**src/rtl/i2ct_pkg.sv**
```systemverilog
package i2ct_pkg;

  typedef enum logic [1:0] {
    CMD_BIT     = 2'd0,
    CMD_START   = 2'd1,
    CMD_RESTART = 2'd2,
    CMD_STOP    = 2'd3
  } cmd_e;

  typedef enum logic [3:0] {
    ST_IDLE_H = 4'd0,
    ST_IDLE_L = 4'd1,
    ST_LOW    = 4'd2,
    ST_RWAIT  = 4'd3,
    ST_HIGH   = 4'd4,
    ST_FWAIT  = 4'd5,
    ST_REL    = 4'd6,
    ST_SU_STA = 4'd7,
    ST_HD_STA = 4'd8,
    ST_SLOW   = 4'd9,
    ST_SU_STO = 4'd10
  } phase_e;

  // slot index of each count inside a timing-set word
  localparam int FLD_DIV    = 0;
  localparam int FLD_LOW    = 1;
  localparam int FLD_HIGH   = 2;
  localparam int FLD_SU_STA = 3;
  localparam int FLD_HD_STA = 4;
  localparam int FLD_SU_STO = 5;
  localparam int FLD_SU_DAT = 6;
  localparam int FLD_REL    = 7;
  localparam int NUM_FLD    = 8;

endpackage

```
**src/rtl/i2ct_setlatch.sv**
```systemverilog
module i2ct_setlatch #(
  parameter int CW = 8,
  parameter int FW = 3,
  parameter int NF = 8,
  localparam int SW = CW * NF
) (
  input  logic          clk,
  input  logic          rst_n,
  input  logic          cap,
  input  logic          hs_sel,
  input  logic [SW-1:0] fs_set,
  input  logic [SW-1:0] hs_set,
  input  logic [CW-1:0] hold_in,
  input  logic [FW-1:0] filt_in,
  output logic [SW-1:0] set_q,
  output logic [CW-1:0] hold_q,
  output logic [FW-1:0] filt_q
);

  logic [SW-1:0] set_d;
  logic [CW-1:0] hold_d;
  logic [FW-1:0] filt_d;

  always_comb begin
    set_d  = set_q;
    hold_d = hold_q;
    filt_d = filt_q;
    if (cap) begin
      set_d  = hs_sel ? hs_set : fs_set;
      hold_d = hold_in;
      filt_d = filt_in;
    end
  end

  always_ff @(posedge clk or negedge rst_n) begin
    if (!rst_n) begin
      set_q  <= '0;
      hold_q <= '0;
      filt_q <= '0;
    end else begin
      set_q  <= set_d;
      hold_q <= hold_d;
      filt_q <= filt_d;
    end
  end

endmodule

```
**src/rtl/i2ct_prescale.sv**
```systemverilog
module i2ct_prescale #(
  parameter int CW = 8
) (
  input  logic          clk,
  input  logic          rst_n,
  input  logic          clr,
  input  logic [CW-1:0] div,
  output logic          tick,
  output logic          tick_first
);

  logic [CW-1:0] pc_q, pc_d;

  assign tick       = (pc_q == div);
  assign tick_first = (pc_q == '0);

  always_comb begin
    if (clr || tick) pc_d = '0;
    else             pc_d = pc_q + 1'b1;
  end

  always_ff @(posedge clk or negedge rst_n) begin
    if (!rst_n) pc_q <= '0;
    else        pc_q <= pc_d;
  end

endmodule

```
**src/rtl/i2ct_chgpos.sv**
```systemverilog
module i2ct_chgpos #(
  parameter int CW = 8
) (
  input  logic [CW-1:0] hold,
  input  logic [CW-1:0] dsu,
  input  logic [CW-1:0] low,
  output logic [CW-1:0] pos
);

  logic [CW:0] need;

  always_comb begin
    need = {1'b0, hold} + {1'b0, dsu};
    if (need <= {1'b0, low}) pos = hold;
    else if (dsu <= low)     pos = low - dsu;
    else                     pos = '0;
  end

endmodule

```
**src/rtl/i2ct_phase_fsm.sv**
```systemverilog
module i2ct_phase_fsm
  import i2ct_pkg::*;
#(
  parameter int CW  = 8,
  parameter int FW  = 3,
  parameter int PAD = 4
) (
  input  logic          clk,
  input  logic          rst_n,
  input  logic          cmd_valid,
  input  logic [1:0]    cmd_code,
  input  logic [CW-1:0] low,
  input  logic [CW-1:0] high,
  input  logic [CW-1:0] su_sta,
  input  logic [CW-1:0] hd_sta,
  input  logic [CW-1:0] su_sto,
  input  logic [CW-1:0] rel,
  input  logic [FW-1:0] filt,
  input  logic [CW-1:0] chg_pos,
  input  logic          tick,
  input  logic          tick_first,
  output logic          move,
  output logic          accept,
  output logic          rdy,
  output logic          scl_o,
  output logic          chg_stb,
  output logic          smp_stb,
  output logic          sda_fall_stb,
  output logic          sda_rise_stb
);

  localparam logic [CW:0] PAD_M1 = (CW+1)'(PAD - 1);

  phase_e      st_q, st_d;
  logic [CW:0] cnt_q, cnt_d;
  logic [CW:0] tgt;
  logic        raw, last, legal;
  cmd_e        cmd;

  assign cmd = cmd_e'(cmd_code);
  assign rdy = (st_q == ST_IDLE_H) || (st_q == ST_IDLE_L);

  always_comb begin
    if (st_q == ST_IDLE_H) legal = (cmd == CMD_START);
    else                   legal = (cmd != CMD_START);
  end
  assign accept = rdy && cmd_valid && legal;

  // length of the current phase: ticks for programmed phases, clocks for pads
  always_comb begin
    raw = 1'b0;
    tgt = '0;
    unique case (st_q)
      ST_LOW, ST_SLOW: tgt = {1'b0, low};
      ST_HIGH:         tgt = {1'b0, high};
      ST_SU_STA:       tgt = {1'b0, su_sta};
      ST_HD_STA:       tgt = {1'b0, hd_sta};
      ST_SU_STO:       tgt = {1'b0, su_sto};
      ST_REL:          tgt = {1'b0, rel};
      ST_RWAIT: begin
        raw = 1'b1;
        tgt = (CW+1)'(filt) + PAD_M1;
      end
      ST_FWAIT: begin
        raw = 1'b1;
        tgt = PAD_M1;
      end
      default: tgt = '0;
    endcase
    last = raw ? (cnt_q == tgt) : (tick && (cnt_q == tgt));
  end

  always_comb begin
    st_d = st_q;
    unique case (st_q)
      ST_IDLE_H: if (accept) st_d = ST_SU_STA;
      ST_IDLE_L: begin
        if (accept) begin
          unique case (cmd)
            CMD_BIT:     st_d = ST_LOW;
            CMD_RESTART: st_d = ST_REL;
            CMD_STOP:    st_d = ST_SLOW;
            default:     st_d = ST_IDLE_L;
          endcase
        end
      end
      ST_LOW:    if (last) st_d = ST_RWAIT;
      ST_RWAIT:  if (last) st_d = ST_HIGH;
      ST_HIGH:   if (last) st_d = ST_FWAIT;
      ST_FWAIT:  if (last) st_d = ST_IDLE_L;
      ST_REL:    if (last) st_d = ST_SU_STA;
      ST_SU_STA: if (last) st_d = ST_HD_STA;
      ST_HD_STA: if (last) st_d = ST_IDLE_L;
      ST_SLOW:   if (last) st_d = ST_SU_STO;
      ST_SU_STO: if (last) st_d = ST_IDLE_H;
      default:   st_d = ST_IDLE_H;
    endcase
  end

  assign move = (st_d != st_q);

  always_comb begin
    if (move || rdy)       cnt_d = '0;
    else if (raw || tick)  cnt_d = cnt_q + 1'b1;
    else                   cnt_d = cnt_q;
  end

  always_ff @(posedge clk or negedge rst_n) begin
    if (!rst_n) begin
      st_q  <= ST_IDLE_H;
      cnt_q <= '0;
    end else begin
      st_q  <= st_d;
      cnt_q <= cnt_d;
    end
  end

  always_comb begin
    unique case (st_q)
      ST_IDLE_H, ST_RWAIT, ST_HIGH, ST_SU_STA, ST_HD_STA, ST_SU_STO: scl_o = 1'b1;
      default: scl_o = 1'b0;
    endcase
  end

  assign chg_stb = (((st_q == ST_LOW) || (st_q == ST_SLOW)) && tick_first &&
                    (cnt_q == {1'b0, chg_pos})) ||
                   ((st_q == ST_REL) && tick_first && (cnt_q == '0));
  assign smp_stb      = (st_q == ST_RWAIT)  && last;
  assign sda_fall_stb = (st_q == ST_SU_STA) && last;
  assign sda_rise_stb = (st_q == ST_SU_STO) && last;

endmodule

```
**src/rtl/i2c_timing_gen.sv**
```systemverilog
module i2c_timing_gen
  import i2ct_pkg::*;
#(
  parameter int CW  = 8,
  parameter int FW  = 3,
  parameter int PAD = 4,
  localparam int SW = CW * NUM_FLD
) (
  input  logic          clk,
  input  logic          rst_n,
  input  logic          cmd_valid,
  input  logic [1:0]    cmd_code,
  input  logic          hs_sel,
  input  logic [SW-1:0] fs_set,
  input  logic [SW-1:0] hs_set,
  input  logic [CW-1:0] hold_cnt,
  input  logic [FW-1:0] filt_cnt,
  output logic          rdy,
  output logic          scl_o,
  output logic          chg_stb,
  output logic          smp_stb,
  output logic          sda_fall_stb,
  output logic          sda_rise_stb
);

  logic [1:0]    rst_sync_q;
  logic          rst_i_n;
  logic [SW-1:0] set_q;
  logic [CW-1:0] hold_q;
  logic [FW-1:0] filt_q;
  logic [CW-1:0] fld [NUM_FLD];
  logic [CW-1:0] chg_pos;
  logic          tick, tick_first, move, accept;

  always_ff @(posedge clk or negedge rst_n) begin
    if (!rst_n) rst_sync_q <= 2'b00;
    else        rst_sync_q <= {rst_sync_q[0], 1'b1};
  end
  assign rst_i_n = rst_sync_q[1];

  i2ct_setlatch #(.CW(CW), .FW(FW), .NF(NUM_FLD)) u_set (
    .clk(clk), .rst_n(rst_i_n), .cap(accept), .hs_sel(hs_sel),
    .fs_set(fs_set), .hs_set(hs_set), .hold_in(hold_cnt), .filt_in(filt_cnt),
    .set_q(set_q), .hold_q(hold_q), .filt_q(filt_q)
  );

  for (genvar i = 0; i < NUM_FLD; i++) begin : g_fld
    assign fld[i] = set_q[i*CW +: CW];
  end

  i2ct_prescale #(.CW(CW)) u_pre (
    .clk(clk), .rst_n(rst_i_n), .clr(move), .div(fld[FLD_DIV]),
    .tick(tick), .tick_first(tick_first)
  );

  i2ct_chgpos #(.CW(CW)) u_pos (
    .hold(hold_q), .dsu(fld[FLD_SU_DAT]), .low(fld[FLD_LOW]), .pos(chg_pos)
  );

  i2ct_phase_fsm #(.CW(CW), .FW(FW), .PAD(PAD)) u_fsm (
    .clk(clk), .rst_n(rst_i_n), .cmd_valid(cmd_valid), .cmd_code(cmd_code),
    .low(fld[FLD_LOW]), .high(fld[FLD_HIGH]), .su_sta(fld[FLD_SU_STA]),
    .hd_sta(fld[FLD_HD_STA]), .su_sto(fld[FLD_SU_STO]), .rel(fld[FLD_REL]),
    .filt(filt_q), .chg_pos(chg_pos), .tick(tick), .tick_first(tick_first),
    .move(move), .accept(accept), .rdy(rdy), .scl_o(scl_o),
    .chg_stb(chg_stb), .smp_stb(smp_stb),
    .sda_fall_stb(sda_fall_stb), .sda_rise_stb(sda_rise_stb)
  );

endmodule

```
**config.mk**
```make
export PLATFORM = sky130hd
export DESIGN_NAME = i2c_timing_gen
export DESIGN_NICKNAME = d
export VERILOG_FILES = /design/src/rtl/i2ct_pkg.sv /design/src/rtl/i2ct_setlatch.sv /design/src/rtl/i2ct_prescale.sv /design/src/rtl/i2ct_chgpos.sv /design/src/rtl/i2ct_phase_fsm.sv /design/src/rtl/i2c_timing_gen.sv
export SDC_FILE = /design/constraint.sdc
export NUM_CORES = 1
export LEC_CHECK = 0
export BUFFER_PORTS_ARGS = -buffer_cell sky130_fd_sc_hd__buf_2
export CELL_PAD_IN_SITES_DETAIL_PLACEMENT = 0
export CELL_PAD_IN_SITES_GLOBAL_PLACEMENT = 1
export CORE_ASPECT_RATIO = 1.25
export CORE_MARGIN = 2
export CORE_UTILIZATION = 40
export CTS_CLUSTER_SIZE = 30
export DETAILED_ROUTE_END_ITERATION = 12
export GPL_TIMING_DRIVEN = 0
export HOLD_SLACK_MARGIN = 0.02
export PLACE_DENSITY = 0.91
export SYNTH_ARGS = -nofsm -noshare
export SYNTH_HDL_FRONTEND = slang
export SYNTH_SLANG_ARGS = --single-unit
```
**constraint.sdc**
```tcl
create_clock -name clk -period 5.25 [get_ports clk]
set_clock_uncertainty 0.15 [all_clocks]
set_input_delay 0.2625 -clock clk [delete_from_list [all_inputs] [get_ports clk]]
set_output_delay 0.2625 -clock clk [all_outputs]
set_load 0.05 [all_outputs]
```
==> results.toml <==
[power]
peakVddDrop_v = 0.000363
p_per_area_nw_per_um2 = 650
p_leak_nw = 3.84

[final_layout]
final_cell_mix = "154 x buf_2, 112 x nor2_1, 97 x dfrtp_1, 83 x a21oi_1, 74 x mux2i_1"
stdcell_count = 1126
fin_nets = 1081
final_common_cell = "buf_2"
final_cell_area_um2 = 8240
area_growth_pct = 23.6
antennaDiodeCount = 0
drive_above_1_share_pct = 24.0
fillers = 1625

[placement]
dp.cells = 1095
gp_congestion = 0.952
portBuffers = 149
hpwl_mm = 14.8
postPlaceCellArea_um2 = 7710

[sta]
final_max_slew_viol_count = 0
hold_viol = 0
rsz0062_at_grt = "false"
timing.final.crit_share_pct = 95.0
worst_slew_margin_rel_pct = 32.6
timing.fmax_ghz = 0.200
worst_slew_pin_slew_ns = 1.01
hold_slack_ns = 0.0538
min_period_ns = 4.99
setup_viol = 0
tns_ns = 0

[drt]
routed_wl_mm = 19.1
postRouteAntennaNets = 0
met1_length_mm = 8.02
wl_met3_um = 747
drt-initial-drc-count = 307
dr_wl_met2_mm = 9.57
drc = 0
dr.pass1.iters = 6
viasPerCell = 5.27
routed.top_layer = "met4"
detail_route.wl_per_cell_um = 17.0
vias = 5934

[run]
maxCapViolCount = 0

[worst_setup_path]
critPathLaunch = "u_set.set_q[49]$_DFFE_PN0P_"
crit_path_start_kind = "flip-flop"
crit_cells = 20
arrival_ns = 4.58
crit_type = "flip-flop to output pin"
crit_end = "chg_stb"
cpPeakStageDelay_ns = 0.48
reg2reg_from = "u_fsm.st_q[2]$_DFF_PN0_"
crit_chain = "ha_1, a21o_1, a21oi_2, o21bai_1, a21oi_2, o21bai_1, a21oi_1, xnor2_1, ha_1, or4_1, a221oi_2, and3_1, o22a_1, buf_6, mux2i_4, xnor2_1, a31oi_1, nand4_1, o32ai_2, buf_6"
rrSetupSlack_ns = 1.72
slowest_stage = "or4_1"
cpLargestDelayFamily = "compound AO/OA/AOI/OAI gates"
path_max_fanout = 6
r2r_cells = 9
rr_endpoint = "u_set.set_q[5]$_DFFE_PN0P_"
worst-path-buf-inv = 2
end_kind = "output pin"
required_ns = 4.84

[logic_synthesis]
yosys_most_used_dff = "dfrtp_1"
synth_cell_type_count = 76
synth_compound_area_share_pct = 16.5
synthXorXnorAreaFrac_pct = 6.04
synth-edff-count = 0
syn_nets = 905
synth-seq-cells = 98
synthSimpleGateAreaFrac_pct = 15.9
synthArstFlopShare_pct = 100
synth.avg_cell_area_um2 = 9.15
netlist_area_um2 = 6670
ys.warnings.count = 0
synthMuxAreaShare_pct = 13.3
synth_seq_area_share_pct = 36.8
synth_cells = 729
synth_fa_ha_area_share_pct = 6.04
synth_top_family_by_area = "compound AO/OA/AOI/OAI gates"

[cts]
cts.sinks = 98
clkTransAtPathRegs_ns = 0.07
cts-root-buf = "clkbuf_16"
cts_tree = "done"
numCtsBuffers = 9
cts_max_level = 3
cts.path.max_buffers = 2
clk_latency_ns = 0.35

[hold_path]
worstHoldStart = "fs_set[29]"
hold_class = "primary input to flip-flop"

[die]
fp.dieW_um = 119
num_io_pins = 151
start_util_pct = 41.0
num_rows = 52
dieHeight_um = 148
core_um2 = 16300
die_area_um2 = 17700

[global_routing]
grt_overflow = 0
grt_pass1_wl_mm = 30.1
antenna_found_initial = 0
grt_usage_pct = 21.7
grt_start_max_net_pins = 65
grt_pass1_vias = 5845

[run_status]
status = "finished, final reports clean"
-- area by class of cell --
class | count | area [um2] | share of cell area, %
Buffer | 43 | 233 | 2.82
Clock buffer | 10 | 229 | 2.78
Clock inverter | 6 | 90.1 | 1.09
Inverter | 36 | 135 | 1.64
Multi-Input combinational cell | 552 | 3910 | 47.4
Sequential cell | 98 | 2460 | 29.8
Tap cell | 216 | 270 | 3.28
Timing Repair Buffer | 165 | 922 | 11.2
-- routing by layer --
layer	up-vias	GRT usage, %
met5	-	0
met4	0	9.24
met3	42	3.14
met2	150	38.3
met1	2791	26.4
li1	2951	-
-- tightest hold or removal path, stage by stage --
cell,delay [ns]
buf_2,0.07
mux2i_1,0.05
a21oi_1,0.13
-- cells by family (layout without fill, tap and decap cells) --
logic type                 Yosys count  after routing
xor gates and xnor gates            46             46
muxes                               87             87
adders and majority gates           31             31
buffers and inverters               79            260
AOI/OAI and AO/OA                  172            172
DFF                                 98             98
other                                1              1
and+or+nand+nor                    215            215
-- sequential cells by signal, indices dropped and copies added, names as in the netlist --
register	count
u_set.set_q	64
u_fsm.cnt_q	9
u_pre.pc_q	8
u_set.hold_q	8
u_fsm.st_q	4
u_set.filt_q	3
rst_sync_q	2
-- repair_timing --
item,CTS,global route
resized for setup,3,12
setup buffers,0,3
hold buffers,12,0
hold endpoints to repair,13,0
pin swaps,0,1
endpoints found under the setup margin,1,1
-- Yosys cell counts (12+ instances only) --
library cell  number  area [um2]
a21oi_1           85         425
clkbuf_1          25        93.8
dfrtp_1           98        2450
ha_1              29         363
inv_1             36         135
mux2i_1           75         751
nand2_1           18        67.6
nand3_1           17        85.1
nor2_1           112         420
o21ai_0           24         120
xnor2_1           34         298
xor2_1            12         105
-- stage by stage --
| stage | utilization [%] | setup WS (ns) | total power [mW] |
|---|---|---|---|
| floorplan | - | 0.162 | 3.60 |
| CTS | 50.2 | 0.0255 | 5.13 |
| global placement | 47.2 | 0.354 | 4.30 |
| detailed placement | 47.4 | 0.310 | 4.35 |
| global route | 50.7 | 0.0133 | 5.78 |
| finish | 50.7 | 0.261 | 5.36 |
-- where the power goes --
part	internal (mW)	leakage, nW	switching [mW]	total (mW)
Combinational	1.48	2.53	1.72	3.21
Sequential	1.09	1.15	0.346	1.43
Clock	0.420	0.153	0.301	0.721
Total	2.99	3.84	2.37	5.36
-- worst min-delay path by stage --
stage / end / cells past startpoint
2_1_floorplan: rst_sync_q[0]$_DFF_PN0_ / 0
3_3_place_gp: rst_sync_q[0]$_DFF_PN0_ / 1
3_5_place_dp: rst_sync_q[0]$_DFF_PN0_ / 1
4_1_cts: u_set.set_q[19]$_DFFE_PN0P_ / 3
5_1_grt: u_set.set_q[27]$_DFFE_PN0P_ / 3
6_report: u_set.set_q[29]$_DFFE_PN0P_ / 3
Power figures use the tool's default switching activity.
